<file path="src/rtl/xing_pkg.sv">
package xing_pkg;

  typedef enum logic [3:0] {
    PH_ALL_RED,
    PH_ARROW_G,
    PH_ARROW_Y,
    PH_MAIN_G,
    PH_MAIN_Y,
    PH_CROSS_G,
    PH_CROSS_Y,
    PH_SIDE_G,
    PH_SIDE_Y
  } phase_t;

  typedef enum logic [1:0] {
    C_RED,
    C_YEL,
    C_GRN
  } color_t;

  localparam int N_APPR  = 4;
  localparam int AP_SB   = 0;
  localparam int AP_NB   = 1;
  localparam int AP_EW   = 2;
  localparam int AP_SIDE = 3;

  localparam logic [2:0] LAMP_R = 3'b001;
  localparam logic [2:0] LAMP_Y = 3'b010;
  localparam logic [2:0] LAMP_G = 3'b100;

  // Colour each approach shows in a given phase.
  function automatic color_t approach_color(input phase_t p, input int a);
    color_t c;
    c = C_RED;
    unique case (p)
      PH_ARROW_G, PH_ARROW_Y: if (a == AP_SB) c = C_GRN;
      PH_MAIN_G:  if (a == AP_SB || a == AP_NB) c = C_GRN;
      PH_MAIN_Y:  if (a == AP_SB || a == AP_NB) c = C_YEL;
      PH_CROSS_G: if (a == AP_EW) c = C_GRN;
      PH_CROSS_Y: if (a == AP_EW) c = C_YEL;
      PH_SIDE_G:  if (a == AP_SIDE) c = C_GRN;
      PH_SIDE_Y:  if (a == AP_SIDE) c = C_YEL;
      default:    c = C_RED;
    endcase
    return c;
  endfunction

endpackage

</file>
<file path="src/rtl/xing_interval_timer.sv">
module xing_interval_timer #(
  parameter int LONG_CYC  = 20,
  parameter int SHORT_CYC = 5
) (
  input  logic clk,
  input  logic rst,
  input  logic start,
  output logic short_exp,
  output logic long_exp
);
  localparam int TW = $clog2(LONG_CYC + 1);
  localparam logic [TW-1:0] LOAD_VAL   = TW'(LONG_CYC - 1);
  localparam logic [TW-1:0] SHORT_MARK = TW'(LONG_CYC - SHORT_CYC);

  logic [TW-1:0] cnt;

  // Down-counter: reloaded on phase entry, parks at zero.
  always_ff @(posedge clk) begin
    if (rst || start)
      cnt <= LOAD_VAL;
    else if (cnt != '0)
      cnt <= cnt - 1'b1;
  end

  assign short_exp = (cnt <= SHORT_MARK);
  assign long_exp  = (cnt == '0);

  // a fresh start never reports the long expiry on the next clock
  assert_fresh_start_R6: assert property (@(posedge clk) disable iff (rst)
    start |=> !long_exp);

endmodule

</file>
<file path="src/rtl/xing_phase_seq.sv">
module xing_phase_seq
  import xing_pkg::*;
(
  input  logic   clk,
  input  logic   rst,
  input  logic   car_wait,
  input  logic   short_exp,
  input  logic   long_exp,
  output phase_t phase,
  output logic   start
);
  phase_t cur, nxt;
  logic   leave;

  always_comb begin
    nxt   = cur;
    leave = 1'b0;
    unique case (cur)
      PH_ALL_RED: begin leave = short_exp; nxt = PH_ARROW_G; end
      PH_ARROW_G: begin leave = short_exp; nxt = PH_ARROW_Y; end
      PH_ARROW_Y: begin leave = short_exp; nxt = PH_MAIN_G;  end
      PH_MAIN_G:  begin leave = long_exp;  nxt = PH_MAIN_Y;  end
      PH_MAIN_Y:  begin leave = short_exp; nxt = PH_CROSS_G; end
      PH_CROSS_G: begin leave = long_exp;  nxt = PH_CROSS_Y; end
      PH_CROSS_Y: begin
        leave = short_exp;
        nxt   = car_wait ? PH_SIDE_G : PH_ARROW_G;
      end
      PH_SIDE_G:  begin leave = long_exp || !car_wait; nxt = PH_SIDE_Y; end
      PH_SIDE_Y:  begin leave = short_exp; nxt = PH_ARROW_G; end
      default:    begin leave = 1'b1; nxt = PH_ALL_RED; end
    endcase
  end

  always_ff @(posedge clk) begin
    if (rst)
      cur <= PH_ALL_RED;
    else if (leave)
      cur <= nxt;
  end

  assign phase = cur;
  assign start = leave;

  // a yellow phase holds until the short expiry
  assert_yellow_hold_R5: assert property (@(posedge clk) disable iff (rst)
    (cur == PH_MAIN_Y && !short_exp) |=> cur == PH_MAIN_Y);
  // no demand at the end of cross yellow skips the side phase
  assert_side_skip_R7: assert property (@(posedge clk) disable iff (rst)
    (cur == PH_CROSS_Y && short_exp && !car_wait) |=> cur == PH_ARROW_G);
  // demand lost in side green ends it at once
  assert_gap_out_R8: assert property (@(posedge clk) disable iff (rst)
    (cur == PH_SIDE_G && !car_wait) |=> cur == PH_SIDE_Y);
  // side green is capped by the long expiry
  assert_side_cap_R9: assert property (@(posedge clk) disable iff (rst)
    (cur == PH_SIDE_G && long_exp) |=> cur == PH_SIDE_Y);
  // main green is only entered from arrow yellow
  assert_order_R3: assert property (@(posedge clk) disable iff (rst)
    (cur == PH_MAIN_G && $past(cur) != PH_MAIN_G) |-> $past(cur) == PH_ARROW_Y);

endmodule

</file>
<file path="src/rtl/xing_lamp_drive.sv">
module xing_lamp_drive
  import xing_pkg::*;
(
  input  logic                   clk,
  input  logic                   rst,
  input  phase_t                 phase,
  output logic [N_APPR-1:0][2:0] lamp_q,
  output logic                   arrow_g_q,
  output logic                   arrow_y_q
);

  for (genvar a = 0; a < N_APPR; a++) begin : g_appr
    color_t     col;
    logic [2:0] q;

    assign col = approach_color(phase, a);

    always_ff @(posedge clk) begin
      if (rst)
        q <= LAMP_R;
      else begin
        unique case (col)
          C_GRN:   q <= LAMP_G;
          C_YEL:   q <= LAMP_Y;
          default: q <= LAMP_R;
        endcase
      end
    end

    assign lamp_q[a] = q;

    // one lamp per approach at every clock
    assert_onehot_R2: assert property (@(posedge clk) disable iff (rst)
      $onehot(q));
  end

  always_ff @(posedge clk) begin
    if (rst) begin
      arrow_g_q <= 1'b0;
      arrow_y_q <= 1'b0;
    end else begin
      arrow_g_q <= (phase == PH_ARROW_G);
      arrow_y_q <= (phase == PH_ARROW_Y);
    end
  end

  // cross green excludes every other street's green
  assert_cross_excl_R10: assert property (@(posedge clk) disable iff (rst)
    lamp_q[AP_EW][2] |-> !(lamp_q[AP_SB][2] || lamp_q[AP_NB][2] || lamp_q[AP_SIDE][2]));
  // side green excludes every other green
  assert_side_excl_R10: assert property (@(posedge clk) disable iff (rst)
    lamp_q[AP_SIDE][2] |-> !(lamp_q[AP_SB][2] || lamp_q[AP_NB][2] || lamp_q[AP_EW][2]));
  // a lit arrow keeps southbound green and everything else red
  assert_arrow_guard_R4: assert property (@(posedge clk) disable iff (rst)
    (arrow_g_q || arrow_y_q) |-> (lamp_q[AP_SB] == LAMP_G && lamp_q[AP_NB] == LAMP_R &&
                                  lamp_q[AP_EW] == LAMP_R && lamp_q[AP_SIDE] == LAMP_R));
  // the two arrow drives are never lit together
  assert_arrow_onehot_R4: assert property (@(posedge clk) disable iff (rst)
    $onehot0({arrow_g_q, arrow_y_q}));

endmodule

</file>
<file path="src/rtl/tri_xing_ctrl.sv">
module tri_xing_ctrl #(
  parameter int LONG_CYC  = 20,
  parameter int SHORT_CYC = 5
) (
  input  logic       clk,
  input  logic       rst,
  input  logic       car_wait,
  output logic [2:0] sb_lamp,
  output logic [2:0] nb_lamp,
  output logic [2:0] ew_lamp,
  output logic [2:0] side_lamp,
  output logic       turn_grn,
  output logic       turn_yel
);
  import xing_pkg::*;

  logic   short_exp, long_exp, start;
  phase_t phase;
  logic [N_APPR-1:0][2:0] lamps;

  xing_interval_timer #(
    .LONG_CYC (LONG_CYC),
    .SHORT_CYC(SHORT_CYC)
  ) u_timer (
    .clk      (clk),
    .rst      (rst),
    .start    (start),
    .short_exp(short_exp),
    .long_exp (long_exp)
  );

  xing_phase_seq u_seq (
    .clk      (clk),
    .rst      (rst),
    .car_wait (car_wait),
    .short_exp(short_exp),
    .long_exp (long_exp),
    .phase    (phase),
    .start    (start)
  );

  xing_lamp_drive u_lamps (
    .clk      (clk),
    .rst      (rst),
    .phase    (phase),
    .lamp_q   (lamps),
    .arrow_g_q(turn_grn),
    .arrow_y_q(turn_yel)
  );

  assign sb_lamp   = lamps[AP_SB];
  assign nb_lamp   = lamps[AP_NB];
  assign ew_lamp   = lamps[AP_EW];
  assign side_lamp = lamps[AP_SIDE];

endmodule

</file>
<file path="config.mk">
export PLATFORM = sky130hd
export DESIGN_NAME = tri_xing_ctrl
export DESIGN_NICKNAME = d
export VERILOG_FILES = /design/src/rtl/xing_pkg.sv /design/src/rtl/xing_interval_timer.sv /design/src/rtl/xing_phase_seq.sv /design/src/rtl/xing_lamp_drive.sv /design/src/rtl/tri_xing_ctrl.sv
export SDC_FILE = /design/constraint.sdc
export NUM_CORES = 1
export LEC_CHECK = 0
export ABC_CLOCK_PERIOD_IN_PS = 3800
export BUFFER_PORTS_ARGS = -buffer_cell sky130_fd_sc_hd__buf_2
export CORE_UTILIZATION = 59
export CTS_CLUSTER_DIAMETER = 80
export CTS_CLUSTER_SIZE = 10
export DETAILED_ROUTE_END_ITERATION = 8
export PLACE_DENSITY = 0.91
export SETUP_SLACK_MARGIN = 0.15
export SYNTH_ARGS = -nofsm -noshare
export SYNTH_HDL_FRONTEND = slang
export SYNTH_SLANG_ARGS = --single-unit
</file>
<file path="constraint.sdc">
create_clock -name clk -period 3.8 [get_ports clk]
set_clock_uncertainty 0.1 [all_clocks]
set_input_delay 0.38 -clock clk [delete_from_list [all_inputs] [get_ports clk]]
set_output_delay 0.38 -clock clk [all_outputs]
set_load 0.01 [all_outputs]
</file>
==> Flow_metrics.wiki <==
{| class="wikitable"
! Metric !! Value
|-
| Run status || completed
|-
| CTS clock-pin slew for the worst setup and hold paths || ~0.12 ns
|-
| Cells traversed along the worst timing path || nand2b_1 -> or3_1 -> ha_1 -> o2111ai_2 -> or4b_1 -> mux2i_1
|-
| Comb pwr share || between 10% and 20%
|-
| Setup TNS || 0 ns
|-
| Post-CTS setup buffer count || 0
|-
| Drt pass-1 iters || 4
|-
| Main flop type after synthesis || sky130_fd_sc_hd__dfxtp_1
|-
| Root Driver || sky130_fd_sc_hd__clkbuf_4
|-
| CTS sink count || 23
|-
| Required time at the worst-slack endpoint || slightly below 4 ns
|-
| Clock tree from TritonCTS || built
|-
| Initial antenna violation count || 0
|-
| Antenna diode instance count || 0
|-
| Cell family with the largest share of critical-path delay || simple AND/OR/NAND/NOR gates
|-
| Die span in y || 46.8 um
|-
| Average cell area after synthesis || roughly 9.9 um2
|-
| Max-cap violations || 0
|-
| Most area-consuming cells after synthesis || sky130_fd_sc_hd__dfxtp_1, sky130_fd_sc_hd__ha_1, sky130_fd_sc_hd__nor2b_1
|-
| Total congestion overflow after global routing || 0
|-
| Utilization after layout || ~70%
|-
| Number of gates given a new drive strength after cts || 0
|-
| Number of buffers added on ports || 16
|-
| Horiz. Die Dim || about 47 um
|-
| Via count of the first global-routing pass || a little under 800
|-
| Busiest metal layer after global routing || met2
|-
| Post-placement setup slack || 1.64 ns
|-
| Data arrival at the endpoint of the critical path || around 2.4 ns
|-
| Number of distinct library cells after synthesis || 38
|-
| Total via count in the routed design || 830
|-
| Peak VDD IR || about 230 uV
|-
| Delay of the slowest cell on the worst path || between 0.5 and 0.6 ns
|-
| Cell internal power dissipation || 313 uW
|-
| Drt first-iter violations || 14
|-
| Seq pwr share || 62.9%
|-
| Synth-to-layout area growth || 9.21%
|-
| Count leader, synth || sky130_fd_sc_hd__dfxtp_1
|-
| DRT Wirelength || about 1900 um
|-
| Top cell type by total area after synthesis || sky130_fd_sc_hd__dfxtp_1
|-
| Pin count of the biggest net entering global routing || 28
|-
| Overall global routing resource usage || between 20% and 30%
|-
| CP max-delay cell || sky130_fd_sc_hd__dfxtp_1
|-
| Clock network fraction of design power || between 20% and 30%
|-
| Net Count, Synth || between 100 and 150
|-
| Total power divided by cell area || around 320 nW/um2
|-
| Worst slew slack as a fraction of its limit || a little under three quarters
|-
| Top-Level Pins || 17
|-
| Fraction of layout instances using a drive strength above 1 || 23.3%
|-
| Leakage power summed over all cells || between 0.6 and 0.7 nW
|-
| Number of endpoints failing setup at the final stage || 0
|-
| Total core area || around 1800 um2
|-
| Number of buffers created by CTS || 3
|-
| Switching pwr || between 100 and 150 uW
|-
| Finished layout cell area || about 1300 um2
|-
| Residual DRC count || 0
|-
| Via count normalized by instance count || around 5.3
|-
| Number of routed nets with antenna violations || 0
|-
| RSZ-0062 raised after global routing || false
|-
| Class of the most critical hold timing path || in -> reg
|-
| List of most frequent post-synthesis cells || sky130_fd_sc_hd__dfxtp_1, sky130_fd_sc_hd__ha_1, sky130_fd_sc_hd__nor2b_1
|-
| GR met2 Demand/Resource || approximately 36%
|-
| Maximum clock frequency || roughly 460 MHz
|-
| Max-slew violations || 0
|-
| Async SR Flop Fraction || 0%
|-
| Row Count || 15
|-
| Endpoint kind of the worst setup timing path || flop
|-
| Crit Path Max Fanout || 12
|-
| DP HPWL || between 1000 and 1500 um
|-
| # nets final || 150
|-
| Final worst path period need || between 2 and 2.5 ns
|-
| Final hold viol count || 0
|-
| Flop and latch count out of synthesis || 23
|-
| Source-to-sink clock delay at the later pin of the worst-skew pair || 0.31 ns
|-
| Die area || approximately 2200 um2
|-
| Effective utilization at floorplan || 65.6%
|-
| Critical path type || reg -> reg
|-
| Mean routed wirelength per cell || 12.1 um
|-
| Hold buffer count at CTS || 0
|-
| Routing usage on met3 || under 10%
|-
| Number of H-tree branching levels || 1
|-
| CTS Buffer Depth || 2
|-
| Number of warnings reported in the yosys synthesis log || 0
|-
| Transition time at the pin with the least slew margin || between 0.4 and 0.5 ns
|-
| GR Layer Usage met1 || ~25%
|-
| Critical path buffer and inverter count || 0
|-
| Netlist area before placement || between 1000 and 1500 um2
|-
| Type of element launching the critical path || flop
|-
| Top cell type's share of synthesized area || around two fifths
|-
| Number of instances in the synthesized netlist || between 100 and 150
|-
| Final worst path period share || between 50% and 60%
|-
| Routability cong. || ~0.8
|-
| Number of flops mapped to enable cells by yosys || 0
|-
| Area after detailed placement || approximately 1300 um2
|-
| Sw Ratio || between 20% and 30%
|-
| Setup WS post-layout || 1.61 ns
|-
| Sequential-to-total area share from yosys stat || approximately two fifths
|-
| Wire length of the first global-routing pass || about 3200 um
|}
layout by cell type, fill, tap and decap left out:
cell type	n
sky130_fd_sc_hd__ha_1	13
sky130_fd_sc_hd__nand4bb_1	2
sky130_fd_sc_hd__a211o_1	1
sky130_fd_sc_hd__maj3_2	1
sky130_fd_sc_hd__clkbuf_4	3
sky130_fd_sc_hd__mux2i_1	3
sky130_fd_sc_hd__nand4b_2	1
sky130_fd_sc_hd__o21a_1	1
sky130_fd_sc_hd__or4b_1	1
sky130_fd_sc_hd__dfxtp_1	23
sky130_fd_sc_hd__or3_1	4
sky130_fd_sc_hd__clkbuf_1	1
sky130_fd_sc_hd__nor2_1	6
sky130_fd_sc_hd__nor4_1	2
sky130_fd_sc_hd__nor2b_1	11
sky130_fd_sc_hd__o2111ai_2	1
sky130_fd_sc_hd__a2111o_1	1
sky130_fd_sc_hd__a211oi_2	1
sky130_fd_sc_hd__inv_2	1
sky130_fd_sc_hd__nor3b_1	1
sky130_fd_sc_hd__o211ai_1	1
sky130_fd_sc_hd__nor3_2	1
sky130_fd_sc_hd__nand3b_1	1
sky130_fd_sc_hd__a21oi_1	1
sky130_fd_sc_hd__nand2_1	2
sky130_fd_sc_hd__and4b_1	1
sky130_fd_sc_hd__inv_1	9
sky130_fd_sc_hd__buf_2	16
sky130_fd_sc_hd__o21ai_0	1
sky130_fd_sc_hd__nand3_1	1
sky130_fd_sc_hd__nand2b_1	7
sky130_fd_sc_hd__mux2_4	1
sky130_fd_sc_hd__or2_2	3
sky130_fd_sc_hd__xnor2_1	3
sky130_fd_sc_hd__nor3_1	4
sky130_fd_sc_hd__a221oi_1	1
sky130_fd_sc_hd__or4b_4	1
sky130_fd_sc_hd__o21ai_2	1
metal layers:
metal	wire length [um]	part of all wire (%)
met2	932	49
met3	67	3.5
met4	27	1.4
met5	0	0
met1	890	46
flip-flops by register name (all words and copies together), names as in the netlist:
register and flops:
u_lamps.arrow_y_q 1, u_lamps.arrow_g_q 1, u_timer.cnt 5, u_seq.phase 4
u_lamps.g_appr.q 12
area by class of cell:
class                      count  area [um2]
sequential                    23         460
fill                         143         510
timing repair buffer          16        80.1
tap                           25        31.3
clock buffer                   4        26.3
multi-input combinational     80         656
inverter                      10        37.5
worst register-to-register path: stages (launching register included):
cell and delay [ns]:
sky130_fd_sc_hd__dfxtp_1 0.59, sky130_fd_sc_hd__nand2b_1 0.12, sky130_fd_sc_hd__or3_1 0.39, sky130_fd_sc_hd__ha_1 0.27
sky130_fd_sc_hd__o2111ai_2 0.09, sky130_fd_sc_hd__or4b_1 0.45, sky130_fd_sc_hd__mux2i_1 0.13
through the flow:
stage | hold slack [ns] | total power, mW | std cells
after floorplan | 0.384 | 0.300 | 119
after global placement | 0.414 | 0.308 | 154
after detailed placement | 0.442 | 0.312 | 154
after CTS | 0.355 | 0.424 | 158
after global routing | 0.385 | 0.439 | 158
final | 0.371 | 0.417 | 158
cell families (layout without fill, tap and decap cells):
group	after synthesis	in the layout	synth area share (%)
and+or+nand+nor	49	49	27.1
DFF	23	23	38.9
buffers and inverters	16	30	5.61
adders and majority gates	14	14	14.7
AOI/OAI and AO/OA	10	10	7.62
muxes	4	4	3.81
xor gates and xnor gates	3	3	2.22
path summary, 6_finish.rpt:
path,from,endpoint,slack (ns),cells after the start
worst min register to register,u_timer.cnt[4],u_timer.cnt[4],0.48,1
worst min-delay path,rst,u_lamps.g_appr[2].q[1],0.37,2
worst max register to register,u_seq.phase[2],u_seq.phase[0],1.61,6
worst max-delay path,u_seq.phase[2],u_seq.phase[0],1.61,6
power by group through the flow:
stage	sequential (mW)	combinational [mW]	clock (mW)
finish	0.262	0.0444	0.110
floorplan	0.263	0.0363	0
detailed placement	0.267	0.0450	0
global placement	0.266	0.0423	0
global route	0.264	0.0512	0.124
CTS	0.262	0.0452	0.117
(Power assumes the default switching activity.)
